[src/rtl/ref_sched_pkg.sv]
package ref_sched_pkg;

  // counter width able to hold 0..max, never narrower than one bit
  function automatic int unsigned cnt_bits(int unsigned max_val);
    int unsigned n;
    n = $clog2(max_val + 1);
    return (n < 1) ? 1 : n;
  endfunction

endpackage

[src/rtl/ref_interval_timer.sv]
module ref_interval_timer #(
  parameter int unsigned TREFI_CYC = 7800
) (
  input  logic clk_i,
  input  logic rst_ni,
  output logic tick_o
);
  localparam int unsigned TW = ref_sched_pkg::cnt_bits(TREFI_CYC - 1);

  logic [TW-1:0] cnt_q;

  assign tick_o = (cnt_q == TW'(TREFI_CYC - 1));

  always_ff @(posedge clk_i or negedge rst_ni) begin
    if (!rst_ni)     cnt_q <= '0;
    else if (tick_o) cnt_q <= '0;
    else             cnt_q <= cnt_q + TW'(1);
  end

endmodule

[src/rtl/ref_credit_ledger.sv]
module ref_credit_ledger #(
  parameter int unsigned MAX_CREDIT = 8,
  parameter int unsigned MAX_OWED   = 15,
  localparam int unsigned CredW = ref_sched_pkg::cnt_bits(MAX_CREDIT),
  localparam int unsigned OwedW = ref_sched_pkg::cnt_bits(MAX_OWED)
) (
  input  logic             clk_i,
  input  logic             rst_ni,
  input  logic             tick_i,
  input  logic             served_i,
  output logic [CredW-1:0] credit_o,
  output logic             owed_nz_o,
  output logic             room_o
);
  logic [CredW-1:0] credit_q, credit_d;
  logic [OwedW-1:0] owed_q, owed_d;

  // period end is applied first, then the served refresh
  always_comb begin
    credit_d = credit_q;
    owed_d   = owed_q;
    if (tick_i) begin
      if (credit_q != '0)                 credit_d = credit_q - CredW'(1);
      else if (owed_q != OwedW'(MAX_OWED)) owed_d  = owed_q + OwedW'(1);
    end
    if (served_i) begin
      if (owed_d != '0)                          owed_d   = owed_d - OwedW'(1);
      else if (credit_d != CredW'(MAX_CREDIT))   credit_d = credit_d + CredW'(1);
    end
  end

  always_ff @(posedge clk_i or negedge rst_ni) begin
    if (!rst_ni) begin
      credit_q <= '0;
      owed_q   <= '0;
    end else begin
      credit_q <= credit_d;
      owed_q   <= owed_d;
    end
  end

  assign credit_o  = credit_q;
  assign owed_nz_o = (owed_q != '0);
  assign room_o    = (credit_q != CredW'(MAX_CREDIT));

endmodule

[src/rtl/ref_req_ctrl.sv]
module ref_req_ctrl #(
  parameter int unsigned TRFC_CYC = 208
) (
  input  logic clk_i,
  input  logic rst_ni,
  input  logic busy_i,
  input  logic ack_i,
  input  logic owed_nz_i,
  input  logic room_i,
  output logic req_o,
  output logic served_o
);
  logic req_q;
  logic hold_zero;
  logic raise;

  assign served_o = req_q & ack_i;

  generate
    if (TRFC_CYC == 0) begin : g_nohold
      assign hold_zero = 1'b1;
    end else begin : g_hold
      localparam int unsigned HW = ref_sched_pkg::cnt_bits(TRFC_CYC);
      logic [HW-1:0] hold_q;
      always_ff @(posedge clk_i or negedge rst_ni) begin
        if (!rst_ni)             hold_q <= '0;
        else if (served_o)       hold_q <= HW'(TRFC_CYC);
        else if (hold_q != '0)   hold_q <= hold_q - HW'(1);
      end
      assign hold_zero = (hold_q == '0);
    end
  endgenerate

  // owed slots win; early refresh only with an idle rank and room in the bank
  assign raise = !req_q && hold_zero && (owed_nz_i || (!busy_i && room_i));

  always_ff @(posedge clk_i or negedge rst_ni) begin
    if (!rst_ni)    req_q <= 1'b0;
    else if (req_q) req_q <= !ack_i;
    else            req_q <= raise;
  end

  assign req_o = req_q;

endmodule

[src/rtl/ref_pullin_sched.sv]
module ref_pullin_sched #(
  parameter int unsigned TREFI_CYC  = 7800,
  parameter int unsigned TRFC_CYC   = 208,
  parameter int unsigned MAX_CREDIT = 8,
  parameter int unsigned MAX_OWED   = 15,
  localparam int unsigned CredW = ref_sched_pkg::cnt_bits(MAX_CREDIT)
) (
  input  logic             clk_i,
  input  logic             rst_ni,
  input  logic             busy_i,
  output logic             ref_req_o,
  input  logic             ref_ack_i,
  output logic [CredW-1:0] credit_o
);
  logic tick;
  logic served;
  logic owed_nz;
  logic room;

  ref_interval_timer #(
    .TREFI_CYC(TREFI_CYC)
  ) u_timer (
    .clk_i  (clk_i),
    .rst_ni (rst_ni),
    .tick_o (tick)
  );

  ref_credit_ledger #(
    .MAX_CREDIT(MAX_CREDIT),
    .MAX_OWED  (MAX_OWED)
  ) u_ledger (
    .clk_i     (clk_i),
    .rst_ni    (rst_ni),
    .tick_i    (tick),
    .served_i  (served),
    .credit_o  (credit_o),
    .owed_nz_o (owed_nz),
    .room_o    (room)
  );

  ref_req_ctrl #(
    .TRFC_CYC(TRFC_CYC)
  ) u_req (
    .clk_i     (clk_i),
    .rst_ni    (rst_ni),
    .busy_i    (busy_i),
    .ack_i     (ref_ack_i),
    .owed_nz_i (owed_nz),
    .room_i    (room),
    .req_o     (ref_req_o),
    .served_o  (served)
  );

endmodule

[config.mk]
export PLATFORM = sky130hd
export DESIGN_NAME = ref_pullin_sched
export DESIGN_NICKNAME = d
export VERILOG_FILES = /design/src/rtl/ref_sched_pkg.sv /design/src/rtl/ref_interval_timer.sv /design/src/rtl/ref_credit_ledger.sv /design/src/rtl/ref_req_ctrl.sv /design/src/rtl/ref_pullin_sched.sv
export SDC_FILE = /design/constraint.sdc
export NUM_CORES = 1
export LEC_CHECK = 0
export BUFFER_PORTS_ARGS = -buffer_cell sky130_fd_sc_hd__buf_2
export CAP_MARGIN = 20
export CORE_AREA = 2 2 65 67
export CTS_CLUSTER_SIZE = 25
export DETAILED_ROUTE_END_ITERATION = 12
export DIE_AREA = 0 0 67 69
export RECOVER_POWER = 100
export SLEW_MARGIN = 25
export SYNTH_ARGS = -nofsm -noshare
export SYNTH_HDL_FRONTEND = slang
export SYNTH_SLANG_ARGS = --single-unit
[constraint.sdc]
create_clock -name clk_i -period 3.7 [get_ports clk_i]
set_input_delay 0 -clock clk_i [delete_from_list [all_inputs] [get_ports clk_i]]
set_output_delay 0 -clock clk_i [all_outputs]
set_load 0.02 [all_outputs]
==> impl_metrics.csv <==
group,metric,value,unit
run_status,run_status,"complete, but fails checks",
run_status,violations,"max-capacitance violations, max-slew violations",
die,dieHeight,69,um
synthesis,netlist_area,1730,um2
pwr,peak_vdd_ir,0.000249,V
setup_path,worst_path_required,3.90,ns
setup_path,regToRegSetupSlack,0.51,ns
clock_tree,inserted_clock_buffers,5,
synthesis,syn-mean-instance-area,9.92,um2
timing,transition_time_of_the_tightest_slew_check_pin,1.64,ns
synthesis,post_synth_inst_count,174,
timing,rsz0062_at_grt,"false",
die,top_level_ports,9,
place,io_port_bufs,8,
timing,final-hold-violation-count,0,
worst_hold_path,min_delay_path_depth,3,
worst_hold_path,holdPathEnd,"u_req.g_hold.hold_q[4]",
clock_tree,ctsResizeCount,0,
synthesis,ys_seq_area_share,43.5,%
job,drv.max_cap_violation_count,1,
finish,finish.net_count,201,
setup_path,timing.critical_path.slowest_stage_cell,"sky130_fd_sc_hd__or3b_1",
route,drt-vias-per-instance,5.28,
route,drtAntennaViolNets,0,
setup_path,type_of_the_worst_setup_path,"reg2reg",
finish,num_antenna_cells,0,
grt,grt_pass1_wl,5.62,mm
setup_path,critical_path.cell_chain,"inv_1 > ha_1 > or3b_1 > nor4_4 > nand2_1 > xnor2_1 > ha_1 > and3_1 > nand2_1 > nor4_1 > xnor2_1",
synthesis,synthesis.yosys.warnings,0,
setup_path,critical-path-top-delay-family,"simple AND/OR/NAND/NOR gates",
clock_tree,worst_skew_pair.late_latency,0.28,ns
place,gp_routability_congestion,0.776,
clock_tree,ctsRootBufferMaster,"sky130_fd_sc_hd__clkbuf_8",
pwr,pwr-share-comb,24.2,%
setup_path,crit_arrival,3.38,ns
route,num_vias,1267,
synthesis,yosys_most_used_dff,"sky130_fd_sc_hd__dfrtp_1",
worst_hold_path,hold_start,"ref_ack_i",
grt,met1_usage,20.8,%
worst_hold_path,holdCritPathClass,"in2reg",
synthesis,synthArstFlopShare,100,%
clock_tree,clkTransAtPathRegs,0.06,ns
clock_tree,cts.sinks,30,
grt,grt_antenna_before_repair,0,
route,drt_iter0_markers,83,
clock_tree,cts_tree,"yes",
timing,fin_crit_period,3.19,ns
pwr,power.density_cell_area,503,nW/um2
grt,global_routing_usage_summed_across_all_routing_layers,15.7,%
route,routedWlPerCell,13.6,um
finish,syn2layout_area_growth,9.71,%
timing,max_freq,314,MHz
route,drc,0,
synthesis,synth_fp_nets,186,
route,routed_wl,3.27,mm
pwr,power_switching_share,31.7,%
timing,total_negative_slack,0,ns
route,firstDrtPassIters,5,
timing,holdWs,0.0333,ns
pwr,p_int,0.000650,W
finish,mostFrequentLayoutCells,"30 x sky130_fd_sc_hd__dfrtp_1, 22 x sky130_fd_sc_hd__nor2_1, 13 x sky130_fd_sc_hd__nand2_1",
die,die-area,4620,um2
grt,top_usage_layer,"met2",
timing,layout_worst_path_cycle_share,86.1,%
pwr,cellLeakagePower,0.835,nW
setup_path,critical_path_peak_fanout,6,
grt,grt_overflow_total,0,
timing,relSlewSlack,-9.32,%
setup_path,worstSetupStartpointType,"register",
die,initial_core_util,44.1,%
synthesis,yosys_reg_bits,30,
timing,final_max_slew_viol_count,31,
clock_tree,htree_num_levels,2,
finish,drive_above_1_share,8.42,%
setup_path,worstReg2RegEnd,"u_ledger.credit_o[3]",
grt,met2_track_usage_gr,24.4,%
setup_path,worst_r2r_startpoint,"u_ledger.credit_o[0]",
grt,global_route.usage.met3,4.89,%
grt,grt_max_degree,31,
finish,filler_cell_count,381,
setup_path,timing.critical_path.to_type,"register",
grt,grt_pass1_vias,1230,
clock_tree,cts_max_path_buffers,2,
die,horizontal_extent_of_the_die,67,um
pwr,clk_network_pwr_share,28.3,%
setup_path,cp_bufs_invs,1,
pwr,pwr-share-seq,47.5,%
setup_path,critPathMaxStageDelay,0.45,ns
finish,commonest_non_fill_non_tap_cell_in_the_layout,"sky130_fd_sc_hd__dfrtp_1",
timing,setup_viol,0,
place,place.detailed.hpwl,2.44,mm
setup_path,reg2reg_depth,11,
die,floorplan.rows,23,
synthesis,yosys.cell_types.count,41,
pwr,power.net_switching,0.000302,W
timing,worst_clock_skew,0.00455,ns
die,core-area,3910,um2
synthesis,synth_edf_count,0,
[worst max-delay path by stage]
| stage | start | endpoint | slack [ns] | cells after the start |
|---|---|---|---|---|
| finish | u_ledger.credit_o[0] | u_ledger.credit_o[3] | 0.51 | 11 |
| global route | u_ledger.credit_o[0] | u_ledger.credit_o[3] | 0.29 | 11 |
| CTS | u_ledger.credit_o[0] | u_ledger.credit_o[3] | 0.67 | 11 |
| detailed placement | u_ledger.credit_o[0] | u_ledger.credit_o[3] | 0.70 | 11 |
| global placement | u_ledger.credit_o[0] | u_ledger.credit_o[3] | 0.90 | 11 |
| floorplan | u_ledger.credit_o[0] | u_ledger.credit_o[3] | 0.92 | 11 |
[routing by layer]
layer	vias to the layer above	routed length [um]
li1	636	-
met1	610	1550
met2	16	1580
met3	5	93
met4	0	41
met5	-	0
[power groups by stage]
| stage | Clock, W | Combinational, W | Sequential, W |
|---|---|---|---|
| 6_report | 0.000270 | 0.000231 | 0.000452 |
| 5_1_grt | 0.000296 | 0.000264 | 0.000461 |
| 4_1_cts | 0.000279 | 0.000236 | 0.000450 |
| 3_5_place_dp | 0 | 0.000236 | 0.000455 |
| 3_3_place_gp | 0 | 0.000223 | 0.000452 |
| 2_1_floorplan | 0 | 0.000190 | 0.000441 |
[worst reg2reg max path: stages (launching register included)]
cell,delay [ns]
sky130_fd_sc_hd__dfrtp_1,0.41
sky130_fd_sc_hd__inv_1,0.07
sky130_fd_sc_hd__ha_1,0.24
sky130_fd_sc_hd__or3b_1,0.45
sky130_fd_sc_hd__nor4_4,0.36
sky130_fd_sc_hd__nand2_1,0.20
sky130_fd_sc_hd__xnor2_1,0.27
sky130_fd_sc_hd__ha_1,0.24
sky130_fd_sc_hd__and3_1,0.22
sky130_fd_sc_hd__nand2_1,0.11
sky130_fd_sc_hd__nor4_1,0.36
sky130_fd_sc_hd__xnor2_1,0.17
[final cells by class]
| type | count | area, um2 | share of cell area [%] |
|---|---|---|---|
| inverters | 10 | 37.5 | 1.98 |
| clock buffers | 7 | 86.3 | 4.56 |
| well taps | 50 | 62.6 | 3.30 |
| flip-flops and latches | 30 | 751 | 39.6 |
| clock inverters | 1 | 5.00 | 0.264 |
| multi-input cells | 132 | 906 | 47.8 |
| repair buffers | 10 | 46.3 | 2.44 |
[synth_stat cells, types with 3 or more instances]
| master | instances | share of area, % |
|---|---|---|
| sky130_fd_sc_hd__dfrtp_1 | 30 | 43 |
| sky130_fd_sc_hd__nor2_1 | 22 | 4.8 |
| sky130_fd_sc_hd__xnor2_1 | 12 | 6.1 |
| sky130_fd_sc_hd__nand2_1 | 11 | 2.4 |
| sky130_fd_sc_hd__nand3_1 | 11 | 3.2 |
| sky130_fd_sc_hd__inv_1 | 10 | 2.2 |
| sky130_fd_sc_hd__xor2_1 | 9 | 4.6 |
| sky130_fd_sc_hd__ha_1 | 8 | 5.8 |
| sky130_fd_sc_hd__and3_1 | 5 | 1.8 |
| sky130_fd_sc_hd__mux2i_1 | 5 | 2.9 |
| sky130_fd_sc_hd__nor4_1 | 5 | 1.8 |
| sky130_fd_sc_hd__nand2b_1 | 4 | 1.4 |
| sky130_fd_sc_hd__a21oi_1 | 3 | 0.87 |
| sky130_fd_sc_hd__mux2_2 | 3 | 2.0 |
| sky130_fd_sc_hd__nor3_1 | 3 | 0.87 |
| sky130_fd_sc_hd__or3_1 | 3 | 1.1 |
[logic make-up (layout without fill, tap and decap cells)]
kind of cell             Yosys count  count (layout)  share of synthesized area, %
AO/OA/AOI/OAI                     12              12                          4.78
XOR/XNOR                          21              21                          10.7
adder cells (fa/ha/maj)            8               8                          5.80
buffers and inverters             12              28                          2.61
flip-flops                        30              30                          43.5
multiplexers                       9               9                          5.72
AND/OR/NAND/NOR                   82              82                          27.0
[stage by stage]
| stage | area, um2 | util, % | setup WS (ns) | std cells | power (W) |
|---|---|---|---|---|---|
| final | 1890 | 48.4 | 0.515 | 240 | 0.000953 |
| after global routing | 1890 | 48.4 | 0.287 | 240 | 0.00102 |
| after CTS | 1930 | 49.3 | 0.669 | 240 | 0.000966 |
| after detailed placement | 1830 | 46.7 | 0.701 | 231 | 0.000691 |
| after global placement | 1830 | 46.7 | 0.902 | 231 | 0.000675 |
| after floorplan | 1730 | - | 0.915 | 174 | 0.000631 |
[state kept, by name, indices dropped and copies added (netlist names)]
signal	count
u_ledger.credit_o	4
u_req.g_hold.hold_q	8
u_ledger.owed_q	4
u_req.req_o	1
u_timer.cnt_q	13
[what timing repair did]
| action | CTS | global route |
|---|---|---|
| hold endpoints to repair | 30 | 0 |
| setup buffers | 0 | 0 |
| hold buffers | 1 | 0 |
No activity file was read; power rests on OpenSTA's default activity.
